## src/rtl/tmr_pkg.sv

```systemverilog
package tmr_pkg;

   typedef struct packed {
      logic wave_inv;   // bit 6
      logic wave_off;   // bit 5
      logic restart;    // bit 4, self-clearing
      logic match_en;   // bit 3
      logic count_dn;   // bit 2
      logic ivl_mode;   // bit 1
      logic halt;       // bit 0
   } tmr_ctrl_t;

   localparam int CTRL_W = $bits(tmr_ctrl_t);
   localparam tmr_ctrl_t CTRL_RST = '{wave_inv: 1'b0, wave_off: 1'b1, restart: 1'b0,
                                     match_en: 1'b0, count_dn: 1'b0, ivl_mode: 1'b0,
                                     halt: 1'b1};

   localparam int A_CTRL   = 0;
   localparam int A_CLKCFG = 1;
   localparam int A_COUNT  = 2;
   localparam int A_IVL    = 3;
   localparam int A_MATCH0 = 4;

endpackage

```

## src/rtl/tmr_tick_gen.sv

```systemverilog
module tmr_tick_gen #(
   parameter int PS_W        = 4,
   parameter int SYNC_STAGES = 2
) (
   input  logic            clk,
   input  logic            rst_n,
   input  logic            ext_clk,
   input  logic            ext_sel,
   input  logic            ext_fall,
   input  logic            ps_en,
   input  logic [PS_W-1:0] ps_div,
   input  logic            run,
   input  logic            clr,
   output logic            tick
);
   localparam int DIV_W = 1 << PS_W;
   localparam logic [DIV_W-1:0] ONES = '1;

   initial begin
      if (SYNC_STAGES < 2) $fatal(1, "tmr_tick_gen: SYNC_STAGES must be at least 2");
      if (PS_W < 1 || PS_W > 5) $fatal(1, "tmr_tick_gen: PS_W out of range");
   end

   logic [SYNC_STAGES-1:0] sync_q;
   logic                   src_q;
   logic                   src_lvl;
   logic                   src_evt;
   logic [DIV_W-1:0]       div_q;
   logic [DIV_W-1:0]       div_mask;
   logic [PS_W-1:0]        shamt;

   always_ff @(posedge clk or negedge rst_n) begin
      if (!rst_n) sync_q[0] <= 1'b0;
      else        sync_q[0] <= ext_clk;
   end

   for (genvar s = 1; s < SYNC_STAGES; s++) begin : g_sync
      always_ff @(posedge clk or negedge rst_n) begin
         if (!rst_n) sync_q[s] <= 1'b0;
         else        sync_q[s] <= sync_q[s-1];
      end
   end

   assign src_lvl = sync_q[SYNC_STAGES-1] ^ ext_fall;

   always_ff @(posedge clk or negedge rst_n) begin
      if (!rst_n) src_q <= 1'b0;
      else        src_q <= src_lvl;
   end

   assign src_evt  = ext_sel ? (src_lvl & ~src_q) : 1'b1;
   assign shamt    = PS_W'(DIV_W - 1) - ps_div;
   assign div_mask = ONES >> shamt;

   always_ff @(posedge clk or negedge rst_n) begin
      if (!rst_n)                        div_q <= '0;
      else if (clr)                      div_q <= '0;
      else if (run && src_evt && ps_en)  div_q <= div_q + 1'b1;
   end

   assign tick = run && src_evt && (!ps_en || ((div_q & div_mask) == div_mask));

   // a divided tick is never followed by another one in the next cycle
   p_div_gap_r3: assert property (@(posedge clk) disable iff (!rst_n)
      (ps_en && tick) |=> (!tick || !ps_en));

endmodule

```

## src/rtl/tmr_count_core.sv

```systemverilog
module tmr_count_core #(
   parameter int CNT_W = 16
) (
   input  logic             clk,
   input  logic             rst_n,
   input  logic             tick,
   input  logic             restart,
   input  logic             count_dn,
   input  logic             ivl_mode,
   input  logic [CNT_W-1:0] ivl_val,
   output logic [CNT_W-1:0] cnt_q,
   output logic [CNT_W-1:0] cnt_nxt,
   output logic             adv,
   output logic             ivl_evt,
   output logic             ovf_evt
);
   localparam logic [CNT_W-1:0] CMAX = '1;

   logic [CNT_W-1:0] reload;

   always_comb begin
      if (!count_dn)     reload = '0;
      else if (ivl_mode) reload = ivl_val;
      else               reload = CMAX;
   end

   assign adv = tick && !restart;

   always_comb begin
      cnt_nxt = cnt_q;
      ivl_evt = 1'b0;
      ovf_evt = 1'b0;
      if (restart) begin
         cnt_nxt = reload;
      end else if (tick) begin
         if (!count_dn) begin
            if (ivl_mode && cnt_q >= ivl_val) begin
               cnt_nxt = '0;
               ivl_evt = 1'b1;
            end else if (!ivl_mode && cnt_q == CMAX) begin
               cnt_nxt = '0;
               ovf_evt = 1'b1;
            end else begin
               cnt_nxt = cnt_q + 1'b1;
            end
         end else begin
            if (cnt_q == '0) begin
               cnt_nxt = ivl_mode ? ivl_val : CMAX;
               ivl_evt = ivl_mode;
               ovf_evt = !ivl_mode;
            end else begin
               cnt_nxt = cnt_q - 1'b1;
            end
         end
      end
   end

   always_ff @(posedge clk or negedge rst_n) begin
      if (!rst_n) cnt_q <= '0;
      else        cnt_q <= cnt_nxt;
   end

   p_hold_r2: assert property (@(posedge clk) disable iff (!rst_n)
      (!tick && !restart) |=> (cnt_q == $past(cnt_q)));

   p_reload_up_r5: assert property (@(posedge clk) disable iff (!rst_n)
      (restart && !count_dn) |=> (cnt_q == '0));

   p_ivl_bound_r8: assert property (@(posedge clk) disable iff (!rst_n)
      (adv && ivl_mode && !count_dn && cnt_q < ivl_val) |=> (cnt_q <= $past(ivl_val)));

endmodule

```

## src/rtl/tmr_irq_ctrl.sv

```systemverilog
module tmr_irq_ctrl #(
   parameter int IRQ_W = 6
) (
   input  logic             clk,
   input  logic             rst_n,
   input  logic [IRQ_W-1:0] set,
   input  logic             clr_we,
   input  logic [IRQ_W-1:0] clr_mask,
   input  logic [IRQ_W-1:0] en,
   output logic [IRQ_W-1:0] stat_q,
   output logic             irq
);
   logic [IRQ_W-1:0] clr_eff;

   assign clr_eff = clr_we ? clr_mask : '0;

   always_ff @(posedge clk or negedge rst_n) begin
      if (!rst_n) stat_q <= '0;
      else        stat_q <= (stat_q & ~clr_eff) | set;
   end

   assign irq = |(stat_q & en);

   p_sticky_r10: assert property (@(posedge clk) disable iff (!rst_n)
      (|(stat_q & ~clr_eff)) |=> ((stat_q & $past(stat_q & ~clr_eff)) == $past(stat_q & ~clr_eff)));

   p_w1c_r10: assert property (@(posedge clk) disable iff (!rst_n)
      (clr_we && ((set & clr_mask) == '0)) |=> ((stat_q & $past(clr_mask)) == '0));

endmodule

```

## src/rtl/tmr_channel.sv

```systemverilog
module tmr_channel
   import tmr_pkg::*;
#(
   parameter int CNT_W       = 16,
   parameter int PS_W        = 4,
   parameter int N_MATCH     = 3,
   parameter int SYNC_STAGES = 2,
   parameter int AW          = 4
) (
   input  logic             clk,
   input  logic             rst_n,
   input  logic             ext_clk,
   input  logic             evt_in,
   input  logic             bus_wr,
   input  logic             bus_rd,
   input  logic [AW-1:0]    bus_addr,
   input  logic [CNT_W-1:0] bus_wdata,
   output logic [CNT_W-1:0] bus_rdata,
   output logic             bus_rvalid,
   output logic             irq,
   output logic             wave_out
);
   localparam int IRQ_W  = N_MATCH + 3;
   localparam int CLK_W  = PS_W + 3;
   localparam int A_EN   = A_MATCH0 + N_MATCH;
   localparam int A_STAT = A_EN + 1;

   initial begin
      if (CNT_W < CTRL_W || CNT_W < CLK_W || CNT_W < IRQ_W)
         $fatal(1, "tmr_channel: CNT_W too narrow for register fields");
      if (N_MATCH < 1 || A_STAT >= (1 << AW))
         $fatal(1, "tmr_channel: N_MATCH does not fit the address space");
   end

   tmr_ctrl_t        ctrl_q;
   logic [CLK_W-1:0] clk_q;
   logic [CNT_W-1:0] ivl_q;
   logic [CNT_W-1:0] match_q [N_MATCH];
   logic [IRQ_W-1:0] en_q;
   logic [IRQ_W-1:0] stat_q;
   logic [N_MATCH-1:0] hit;
   logic [IRQ_W-1:0] set_vec;
   logic [CNT_W-1:0] cnt_q, cnt_nxt, rd_mux;
   logic             tick, adv, ivl_evt, ovf_evt, wave_lvl, wr_ctrl;

   assign wr_ctrl = bus_wr && (bus_addr == AW'(A_CTRL));

   always_ff @(posedge clk or negedge rst_n) begin
      if (!rst_n) begin
         ctrl_q <= CTRL_RST;
         clk_q  <= '0;
         ivl_q  <= '0;
         en_q   <= '0;
      end else begin
         if (wr_ctrl) ctrl_q <= tmr_ctrl_t'(bus_wdata[CTRL_W-1:0]);
         else         ctrl_q.restart <= 1'b0;
         if (bus_wr && bus_addr == AW'(A_CLKCFG)) clk_q <= bus_wdata[CLK_W-1:0];
         if (bus_wr && bus_addr == AW'(A_IVL))    ivl_q <= bus_wdata;
         if (bus_wr && bus_addr == AW'(A_EN))     en_q  <= bus_wdata[IRQ_W-1:0];
      end
   end

   for (genvar i = 0; i < N_MATCH; i++) begin : g_match
      always_ff @(posedge clk or negedge rst_n) begin
         if (!rst_n)                                     match_q[i] <= '0;
         else if (bus_wr && bus_addr == AW'(A_MATCH0 + i)) match_q[i] <= bus_wdata;
      end
      assign hit[i] = adv && (cnt_nxt == match_q[i]);
   end

   tmr_tick_gen #(.PS_W(PS_W), .SYNC_STAGES(SYNC_STAGES)) u_tick (
      .clk      (clk),
      .rst_n    (rst_n),
      .ext_clk  (ext_clk),
      .ext_sel  (clk_q[PS_W+1]),
      .ext_fall (clk_q[PS_W+2]),
      .ps_en    (clk_q[0]),
      .ps_div   (clk_q[PS_W:1]),
      .run      (!ctrl_q.halt),
      .clr      (ctrl_q.restart),
      .tick     (tick)
   );

   tmr_count_core #(.CNT_W(CNT_W)) u_core (
      .clk      (clk),
      .rst_n    (rst_n),
      .tick     (tick),
      .restart  (ctrl_q.restart),
      .count_dn (ctrl_q.count_dn),
      .ivl_mode (ctrl_q.ivl_mode),
      .ivl_val  (ivl_q),
      .cnt_q    (cnt_q),
      .cnt_nxt  (cnt_nxt),
      .adv      (adv),
      .ivl_evt  (ivl_evt),
      .ovf_evt  (ovf_evt)
   );

   assign set_vec = {evt_in, ovf_evt, hit & {N_MATCH{ctrl_q.match_en}}, ivl_evt};

   tmr_irq_ctrl #(.IRQ_W(IRQ_W)) u_irq (
      .clk      (clk),
      .rst_n    (rst_n),
      .set      (set_vec),
      .clr_we   (bus_wr && bus_addr == AW'(A_STAT)),
      .clr_mask (bus_wdata[IRQ_W-1:0]),
      .en       (en_q),
      .stat_q   (stat_q),
      .irq      (irq)
   );

   always_ff @(posedge clk or negedge rst_n) begin
      if (!rst_n)                  wave_lvl <= 1'b0;
      else if (ctrl_q.restart)     wave_lvl <= 1'b0;
      else if (hit[0])             wave_lvl <= 1'b1;
      else if (ivl_evt || ovf_evt) wave_lvl <= 1'b0;
   end

   assign wave_out = ctrl_q.wave_off ? ctrl_q.wave_inv : (wave_lvl ^ ctrl_q.wave_inv);

   always_comb begin
      rd_mux = '0;
      if (bus_addr == AW'(A_CTRL))   rd_mux[CTRL_W-1:0] = ctrl_q;
      if (bus_addr == AW'(A_CLKCFG)) rd_mux[CLK_W-1:0]  = clk_q;
      if (bus_addr == AW'(A_COUNT))  rd_mux = cnt_q;
      if (bus_addr == AW'(A_IVL))    rd_mux = ivl_q;
      for (int i = 0; i < N_MATCH; i++)
         if (bus_addr == AW'(A_MATCH0 + i)) rd_mux = match_q[i];
      if (bus_addr == AW'(A_EN))     rd_mux[IRQ_W-1:0] = en_q;
      if (bus_addr == AW'(A_STAT))   rd_mux[IRQ_W-1:0] = stat_q;
   end

   always_ff @(posedge clk or negedge rst_n) begin
      if (!rst_n) begin
         bus_rvalid <= 1'b0;
         bus_rdata  <= '0;
      end else begin
         bus_rvalid <= bus_rd;
         if (bus_rd) bus_rdata <= rd_mux;
      end
   end

   // the restart request only survives one cycle unless rewritten
   p_restart_pulse_r5: assert property (@(posedge clk) disable iff (!rst_n)
      ctrl_q.restart |=> (!ctrl_q.restart || $past(wr_ctrl)));

   p_rvalid_r12: assert property (@(posedge clk) disable iff (!rst_n)
      bus_rd |=> bus_rvalid);

endmodule

```

## config.mk

```make
export PLATFORM = sky130hd
export DESIGN_NAME = tmr_channel
export DESIGN_NICKNAME = d
export VERILOG_FILES = /design/src/rtl/tmr_pkg.sv /design/src/rtl/tmr_tick_gen.sv /design/src/rtl/tmr_count_core.sv /design/src/rtl/tmr_irq_ctrl.sv /design/src/rtl/tmr_channel.sv
export SDC_FILE = /design/constraint.sdc
export NUM_CORES = 1
export LEC_CHECK = 0
export ABC_CLOCK_PERIOD_IN_PS = 3800
export BUFFER_PORTS_ARGS = -buffer_cell sky130_fd_sc_hd__buf_2
export CAP_MARGIN = 25
export CORE_UTILIZATION = 55
export DETAILED_ROUTE_END_ITERATION = 10
export HOLD_SLACK_MARGIN = 0.08
export PLACE_DENSITY_LB_ADDON = 0.25
export SLEW_MARGIN = 5
export SYNTH_ARGS = -nofsm -noshare
export SYNTH_HDL_FRONTEND = slang
export SYNTH_HIERARCHICAL = 1
export SYNTH_SLANG_ARGS = --single-unit
```

## constraint.sdc

```tcl
create_clock -name clk -period 3.8 [get_ports clk]
set_clock_uncertainty 0.1 [all_clocks]
set_input_delay 0.19 -clock clk [delete_from_list [all_inputs] [get_ports clk]]
set_output_delay 0.19 -clock clk [all_outputs]
set_load 0.05 [all_outputs]
```

* Yosys cells after proc, flatten, opt, wreduce, memory -nomap -nowiden
Cells that the tools add are included.
** Cells by class
- Shift operators :: 1
- Bitwise operators :: 10
- Reductions and logical operators :: 28
- Order comparisons :: 1
- Muxes and demuxes :: 37
- Div/mod/pow operators :: 0
- $add $sub $neg :: 4
- Multiply operators :: 0
- Equality and inequality tests :: 13
** Operators with widths (count)
- 16-bit 2-to-1 mux :: 15
- 16-bit equality test :: 4
- 16-bit by 1-bit adder with 16-bit output (second input constant) :: 2
- 6-bit 2-to-1 mux :: 3
- 1-bit logical AND :: 17
- 1-bit 2-to-1 mux :: 17
- 16-bit AND :: 1
- 16-bit equality test (second input constant) :: 1
- 4-bit by 3-bit equality test with 1-bit output (second input constant) :: 4
- 16-bit >= comparator :: 1
- 16-bit zero test :: 1
- 16-bit by 4-bit right shift with 16-bit output (first input constant) :: 1
- 16-bit by 1-bit subtractor with 16-bit output (second input constant) :: 1
- 7-bit 2-to-1 mux :: 2
- 6-bit AND :: 2
- 4-bit by 2-bit equality test with 1-bit output (second input constant) :: 2
- 6-bit inverter :: 1
- 6-bit bitwise OR :: 1
- 6-bit OR reduction :: 1
- 4-bit by 1-bit equality test with 1-bit output (second input constant) :: 1
- 4-bit equality test (second input constant) :: 1
- 1-bit zero test :: 4
- 4-bit zero test :: 1
- 4-bit subtractor (first input constant) :: 1
- 7 further kinds :: 9
** Word-level totals
- Register bits :: 143
- RAM bits :: 0
- Memories :: 0
- Memory bits (read-only) :: 0
- Output and inout port bits :: 19
- Latch bits :: 0
- Bits of input ports :: 26

* Longest topological paths before layout
Gate-level depths: netlist of run 1.
- Depth after elaboration :: 12
- Gate-level depth with buffers :: 16
- Depth with buffers taken out :: 15

* By module
Netlist of run 1, hierarchy kept.
** By module, submodules not included
- tmr_channel :: area an instance 5380.2 um2, times used 1, cells each 438
- tmr_count_core :: area an instance 2438.6 um2, times used 1, cells each 329
- tmr_tick_gen :: area an instance 1062.3 um2, times used 1, cells each 119
- tmr_irq_ctrl :: area an instance 245.2 um2, times used 1, cells each 22

* Worst setup path before layout of run 1
OpenSTA, ideal clock, no wires.
- Kind :: reg2reg
- Start point :: register clk_q[2]
- End point :: register u_irq.stat_q[1]
- Period minus slack after synthesis :: 3.458 ns
- Data arrival time :: 3.295 ns
- Buffers on the path :: 2
- Stages on the path, launching flop included :: 16
- Library setup time :: 0.064 ns
- Setup slack :: 0.342 ns
- Data required time :: 3.636 ns
- Cells stage by stage :: dfrtp_1 a211oi_1 o221a_2 nand4_1 a211oi_1 clkbuf_1 buf_1 nor3_1 a21oi_1 nand3_1 o2bb2ai_1 xor2_1 nor4_1 and4_1 and4_1 a21o_1
** Between the ends
- Word-level cells in the longest chain between the ends :: 12
- Elaborated cells on any way between the ends :: 13
- Classes of those cells :: add/sub (1); eq/ne (2); shift (1); mux (2); bitwise (3); reduce/logical (4)
** Ends and longest elaborated chain
- from (decl) :: RTL line tmr_channel.sv:36 : logic [CLK_W-1:0] clk_q;
- from (signal assigned) :: RTL line tmr_channel.sv:57 : if (bus_wr && bus_addr == AW'(A_CLKCFG)) clk_q <= bus_wdata[CLK_W-1:0];
- 4-bit subtractor (*) :: RTL line tmr_tick_gen.sv:52 : assign shamt = PS_W'(DIV_W - 1) - ps_div;
- 16-bit by 4-bit right shift with 16-bit output (*) :: RTL line tmr_tick_gen.sv:53 : assign div_mask = ONES >> shamt;
- 16-bit AND :: RTL line tmr_tick_gen.sv:61 : assign tick = run && src_evt && (!ps_en || ((div_q & div_mask) == div_mask));
- 16-bit equality test (*) :: RTL line tmr_tick_gen.sv:61
- 1-bit logical OR (*) :: RTL line tmr_tick_gen.sv:61
- 1-bit logical AND (*) :: RTL line tmr_tick_gen.sv:61
- net tick :: RTL line tmr_channel.sv:44 : logic tick, adv, ivl_evt, ovf_evt, wave_lvl, wr_ctrl;
- 16-bit 2-to-1 mux (*) :: RTL line tmr_count_core.sv:35 : end else if (tick) begin
- 16-bit 2-to-1 mux (*) :: RTL line tmr_count_core.sv:33 : if (restart) begin
- net cnt_nxt[11] :: RTL line tmr_channel.sv:43 : logic [CNT_W-1:0] cnt_q, cnt_nxt, rd_mux;
- 16-bit equality test (*) :: RTL line tmr_channel.sv:68 : assign hit[i] = adv && (cnt_nxt == match_q[i]);
- 1-bit logical AND (*) :: RTL line tmr_channel.sv:68
- 3-bit AND (*) :: RTL line tmr_channel.sv:99 : assign set_vec = {evt_in, ovf_evt, hit & {N_MATCH{ctrl_q.match_en}}, ivl_evt};
- net set_vec[1] :: RTL line tmr_channel.sv:42 : logic [IRQ_W-1:0] set_vec;
- 6-bit bitwise OR (*) :: RTL line tmr_irq_ctrl.sv:19 : else stat_q <= (stat_q & ~clr_eff) | set;
- to (signal assigned) :: RTL line tmr_irq_ctrl.sv:19
- to (decl) :: RTL line tmr_irq_ctrl.sv:10 : output logic [IRQ_W-1:0] stat_q,
The timed path passes the listed nets; every way through them passes the cells marked *.
A chain may end at the register's enable or synchronous reset.

* Final worst setup path of run 1
Ends and elaborated chain as after synthesis.

==> results.cfg, run 1 <==
[run_status]
status = completed

[floorplanning]
die_y_um = 131
die_w_um = 131
die-area_mm2 = 0.0171
core_mm2 = 0.0161
start_util = 0.568
rows = 46
ios = 45

[detailed_routing]
drt_iter0_markers = 860
avgRoutedWirePerCell_um = 22.1
drcViolationCount = 0
wl_um = 27200
vias = 7881
drtAntennaViolNets = 0
dr.pass1.iters = 5
via_per_inst = 6.41

[final_layout]
design_area_mm2 = 0.0107
num-nets-final = 1047
register_area_mm2 = 0.00358
syn2layout_area_growth_pct = 17.5
drive_gt1_frac = 0.267
multi_input_area_mm2 = 0.00522
antenna_cells = 0
fillers = 1204

[clock_network]
cts_made_buffers = 17
clock_sinks = 143
insertion_delay_ns = 0.44
clkTransAtPathRegs_ns = 0.06
htree_levels = 4
cts_tree = yes
cts-root-buf = clkbuf_16
clk_path_buf_depth = 2

[yosys]
synth-edff-count = 0
ys_seq_elements = 143
yosys-top-cells-area = dfrtp_1 (39%), mux2_2 (9.6%), xor2_1 (4.0%)
avgSynthCellArea_um2 = 10.1
ys.flop_type = dfrtp_1
synth.largest_area_cell = dfrtp_1
yosysSeqAreaShare = 0.392
syn_nets = 954
yosys.cell_types.count = 85
synth.cell_area_mm2 = 0.00913
async_reset_ff_frac = 1.00
syn_inst = 908
yosys_warnings = 6
synth_top_area_share = 0.387

[min_path]
whs_path_depth = 3
hold_end = bus_rdata[10]
hold_class = in -> reg
worstHoldStart = bus_addr[3]

[grt]
grt_pass1_wl_um = 41400
grt_max_degree = 100
antenna_found_initial = 0
grt-ovfl-total = 0
grt_pass1_vias = 7356
gr-usage-all-layers = 0.326

[sta]
slew_violations = 0
hold_viol_final = 0
finalCritPeriodShare = 0.966
maxSlewHeadroom = 0.376
setup_viol = 0
post-route-min-period_ns = 3.67
finalHoldWorstSlack_ns = 0.241
fmax_mhz = 272
setup_tns_ns = 0
tightestPinTransition_ns = 0.936
rsz0062_at_grt = no

[power_and_ir_drop]
power_leakage_nw = 4.54
power_density_mw_per_mm2 = 686
vdd_drop_max_mv = 0.474

[place]
hpwl_um = 18700
io_buffers = 44
placed_cell_area_mm2 = 0.00973
globalplace.congestion = 0.926

[worst_setup_path]
rrSetupSlack_ns = 0.13
path_class = reg -> reg
cp_data_required_time_ns = 4.05
r2r-start = clk_q[2]
reg2reg_depth = 15
path_max_fanout = 9
arrival_ns = 3.92
cp-end-kind = flip-flop
cp-start-kind = flip-flop
r2r-end = u_irq/stat_q[1]

[flow_run]
drv_cap = 0
## worst max-delay path by stage
stage / startpoint / cells past startpoint / slack (ns) / to
finish: clk_q[2] / 15 / 0.13 / u_irq/stat_q[1]
global route: clk_q[1] / 17 / 0.0007 / u_irq/stat_q[2]
CTS: clk_q[2] / 16 / 0.05 / u_irq/stat_q[1]
detailed placement: clk_q[2] / 15 / -0.08 / u_irq/stat_q[2]
global placement: clk_q[2] / 14 / 0.08 / u_irq/stat_q[1]
floorplan: clk_q[2] / 15 / 0.34 / u_irq/stat_q[1]
## report_power, final
group          total (mW)  leakage, nW  internal (mW)  switching [mW]
sequential           2.24         1.75           1.87           0.369
clock                1.79        0.306           1.09           0.703
combinational        3.33         2.49           1.40            1.94
total                7.36         4.54           4.35            3.01
## cells by family (layout without fill, tap and decap cells)
kind of cell    Yosys count  count (layout)  synth area share
fa+ha+maj                20              20            0.0274
xor+xnor                 78              78            0.0749
buf+inv                  84             190            0.0465
compound gates          191             191             0.143
flops                   143             143             0.392
simple gates            282             282             0.172
mux                     110             110             0.144
## critical path, cell delays in order, from the launching register on
cell	delay, ns
dfrtp_1	0.47
o21ai_1	0.21
a21oi_1	0.07
o21ai_0	0.19
nand4_1	0.14
a211oi_2	0.23
buf_4	0.17
clkinv_1	0.21
buf_4	0.23
a31oi_1	0.27
o311ai_4	0.22
xor2_1	0.19
nor4_1	0.39
and4_1	0.23
and4_1	0.18
a21o_1	0.08
## what timing repair did
| action | in CTS | in global routing |
|---|---|---|
| pin swaps | 0 | 3 |
| buffers inserted | 0 | 8 |
| endpoints found under the hold margin | 173 | 0 |
| resized for setup | 3 | 13 |
| hold buffers | 21 | 0 |
| endpoints found under the setup margin | 4 | 4 |
## metrics by stage
step | setup WS [ns] | instances | power [mW] | utilization
after floorplan | 0.342 | 908 | 4.23 | -
after global placement | 0.0833 | 1169 | 5.19 | 0.606
after detailed placement | -0.0792 | 1169 | 5.24 | 0.606
after CTS | 0.0543 | 1222 | 7.10 | 0.659
after global routing | 0.000724 | 1230 | 7.69 | 0.668
final | 0.130 | 1230 | 7.36 | 0.668
## sequential cells by signal (all words and copies together) (netlist names)
name           cells
ctrl_q             7
wave_lvl           1
match_q           48
u_tick/sync_q      2
bus_rvalid         1
clk_q              7
u_irq/stat_q       6
bus_rdata         16
en_q               6
u_core/cnt_q      16
u_tick/src_q       1
u_tick/div_q      16
ivl_q             16
## Yosys cell counts (4+ instances only)
cell type / count
nand2_1: 57
nor2b_1: 4
a221oi_1: 11
o22ai_1: 9
nor3_1: 14
nor2_1: 72
mux4_2: 5
nand2b_1: 10
o2bb2ai_1: 4
mux2_4: 10
mux2_2: 78
nand3_1: 33
and3_1: 7
o211ai_1: 8
clkbuf_1: 14
a21oi_1: 45
a22oi_1: 4
and4_1: 5
a22o_1: 5
a2bb2oi_1: 5
buf_2: 21
mux2i_1: 17
xnor2_1: 36
dfrtp_1: 141
a21o_1: 6
buf_6: 8
buf_4: 6
a32oi_1: 5
or2_0: 4
o221ai_1: 8
a211oi_1: 7
o31ai_1: 10
ha_1: 20
nor4_1: 12
inv_1: 31
xor2_1: 42
a31oi_1: 6
or3_1: 5
o21ai_0: 36
nand4_1: 23
## routing by layer
layer	routed length, um	share of wire	track usage
met5	0	0	0
met4	636	0.023	0.108
met3	2060	0.076	0.0680
met2	12700	0.47	0.514
met1	11700	0.43	0.448
## final cells by class
| class | instances | area share |
|---|---|---|
| clock inverters | 12 | 0.0161 |
| inverters | 33 | 0.0116 |
| multi-input cells | 681 | 0.487 |
| flip-flops and latches | 143 | 0.334 |
| well taps | 216 | 0.0252 |
| clock buffers | 20 | 0.0426 |
| repair buffers | 125 | 0.0839 |
## placed cells by master (no fill, tap or decap), drive strengths merged, types with 6 or more instances in the layout
cell type	Yosys	final
nand4	24	24
ha	20	20
dlygate4sd3	0	21
o22ai	9	9
buf	37	104
xor2	42	42
nor2	73	73
a21o	6	6
mux2i	17	17
o21ai	38	38
nand2b	10	10
nor3	16	16
or2	6	6
nand3	33	33
o221ai	8	8
clkbuf	14	20
a31oi	6	6
nand2	59	59
and4	6	6
nor4	17	17
o31ai	10	10
xnor2	36	36
a211oi	7	7
and3	8	8
a21oi	45	45
inv	31	37
mux2	88	88
dfrtp	141	141
o211ai	9	9
a221oi	11	11
Note: power is estimated with default switching activity, not from simulation.
==> run 2, diff against run 1 <==
Settings changed: ABC_CLOCK_PERIOD_IN_PS 3800 to 4070, CORE_ASPECT_RATIO from default to 1.1, CTS_BUF_LIST from default to sky130_fd_sc_hd__clkbuf_8.
Clock period 3.8 ns to 4.07 ns, I/O delays scaled along.
==> run 2 against run 1 <==
  * Via count is 2.5% lower
  * Hold slack worse by 0.060 ns
  * Combinational power is 17% lower
==> results.cfg, run 2 (synthesized netlist as in run 1, its figures left out) <==
[run_status]
status = completed

[worst_setup_path]
cp-end-kind = flip-flop
cp_data_required_time_ns = 4.38
endpoint = u_irq/stat_q[3]
r2r-end = u_irq/stat_q[3]
r2r-start = clk_q[2]
arrival_ns = 4.14
reg2reg_depth = 15
cp-start-kind = flip-flop
startpoint = clk_q[2]
path_max_fanout = 13
rrSetupSlack_ns = 0.24
path_class = reg -> reg

[floorplanning]
die_w_um = 125
die-area_mm2 = 0.0171
rows = 49
ios = 45
die_y_um = 137
core_mm2 = 0.0163
start_util = 0.560

[place]
placed_cell_area_mm2 = 0.00955
io_buffers = 44
globalplace.congestion = 0.988
dp_cells = 1137
hpwl_um = 18700

[final_layout]
most-common-layout-cells = dfrtp_1 (141), mux2_2 (78), nor2_1 (71)
largest_reg_flops = 48
syn2layout_area_growth_pct = 11.7
fin_cells = 1194
top_register = match_q
drive_gt1_frac = 0.240
final_core_util = 0.625
fillers = 1351
antenna_cells = 0
mostFrequentLayoutCell = dfrtp_1
num-nets-final = 1023
design_area_mm2 = 0.0102

[sta]
hold_viol_final = 0
maxSlewHeadroom = 0.411
fmax_mhz = 261
finalHoldWorstSlack_ns = 0.181
slew_violations = 0
setup_viol = 0
post-route-min-period_ns = 3.83
tightestPinTransition_ns = 0.884
finalCritPeriodShare = 0.941

[clock_network]
insertion_delay_ns = 0.47
clk_path_buf_depth = 2
cts_made_buffers = 17
htree_levels = 4
clkTransAtPathRegs_ns = 0.09
clock_sinks = 143
cts-root-buf = clkbuf_8
cts_tree = yes

[flow_run]
drv_cap = 0

[detailed_routing]
wl_um = 26000
avgRoutedWirePerCell_um = 21.8
drtAntennaViolNets = 0
drcViolationCount = 0
dr.pass1.iters = 6
drt_iter0_markers = 805
via_per_inst = 6.43
vias = 7682

[grt]
grt_pass1_wl_um = 40800
grt_pass1_vias = 7390
grt_max_degree = 86
gr-usage-all-layers = 0.313
antenna_found_initial = 0
grt-ovfl-total = 0

[power_and_ir_drop]
power_density_mw_per_mm2 = 588
power_leakage_nw = 4.30
vdd_drop_max_mv = 0.316

[min_path]
hold_class = in -> reg
==> run 2: cell count changes in the layout (fill, tap and decap cells not counted), sizes merged <==
cell	previous run	this run
buf	104	80
bufinv	3	0
clkinv	4	7
==> run 2: what timing repair did <==
item,4_1_cts,5_1_grt
buffers inserted,0,4
pin swaps,0,2
hold endpoints to repair,177,0
resized for setup,1,6
setup endpoints to repair,1,4
hold buffers,21,0
==> run 2: cell type report <==
cell class	instances	area (um2)	share of cell area
timing repair buffer	101	707	0.0693
multi-input combinational	681	5150	0.505
clock inverter	12	104	0.0102
sequential	143	3580	0.351
clock buffer	20	275	0.0270
tap	204	255	0.0250
inverter	33	124	0.0121
==> run 2: worst min-delay path by stage <==
stage / startpoint / to / depth (start not counted)
floorplan: rst_n / bus_rdata[0] / 0
global placement: rst_n / u_tick/div_q[14] / 1
detailed placement: rst_n / u_tick/div_q[14] / 1
CTS: bus_wr / ctrl_q[4] / 3
global route: bus_wr / ctrl_q[4] / 3
finish: bus_wr / ctrl_q[4] / 3
==> run 2: metal layers <==
layer,track usage,part of all wire
met2,0.497,0.47
met3,0.0473,0.070
met5,0,0
met4,0.159,0.037
met1,0.421,0.43
==> run 2: metrics by stage <==
stage / setup slack [ns] / power [mW] / TNS, ns
floorplan: 0.612 / 3.95 / 0
global placement: -0.0270 / 4.73 / -0.0270
detailed placement: -0.00975 / 4.77 / -0.00975
CTS: 0.00785 / 5.89 / 0
global route: -0.0178 / 6.32 / -0.0209
finish: 0.238 / 6.00 / 0
==> run 2: critical path, stage by stage, from the launching register on <==
cell      delay [ns]
dfrtp_1         0.48
a211oi_1        0.30
o221a_2         0.22
nand4_1         0.15
a211oi_4        0.39
buf_4           0.27
nand2_1         0.10
nor2_2          0.19
o41a_1          0.19
o221ai_1        0.13
o311ai_2        0.20
xor2_1          0.16
nor4_1          0.32
nand4_1         0.14
nor4_1          0.29
a21o_1          0.13
==> run 2: report_power, final <==
group	leakage [nW]	internal, mW	switching [mW]
logic	2.35	1.15	1.63
clock network	0.196	0.486	0.603
registers	1.75	1.74	0.394
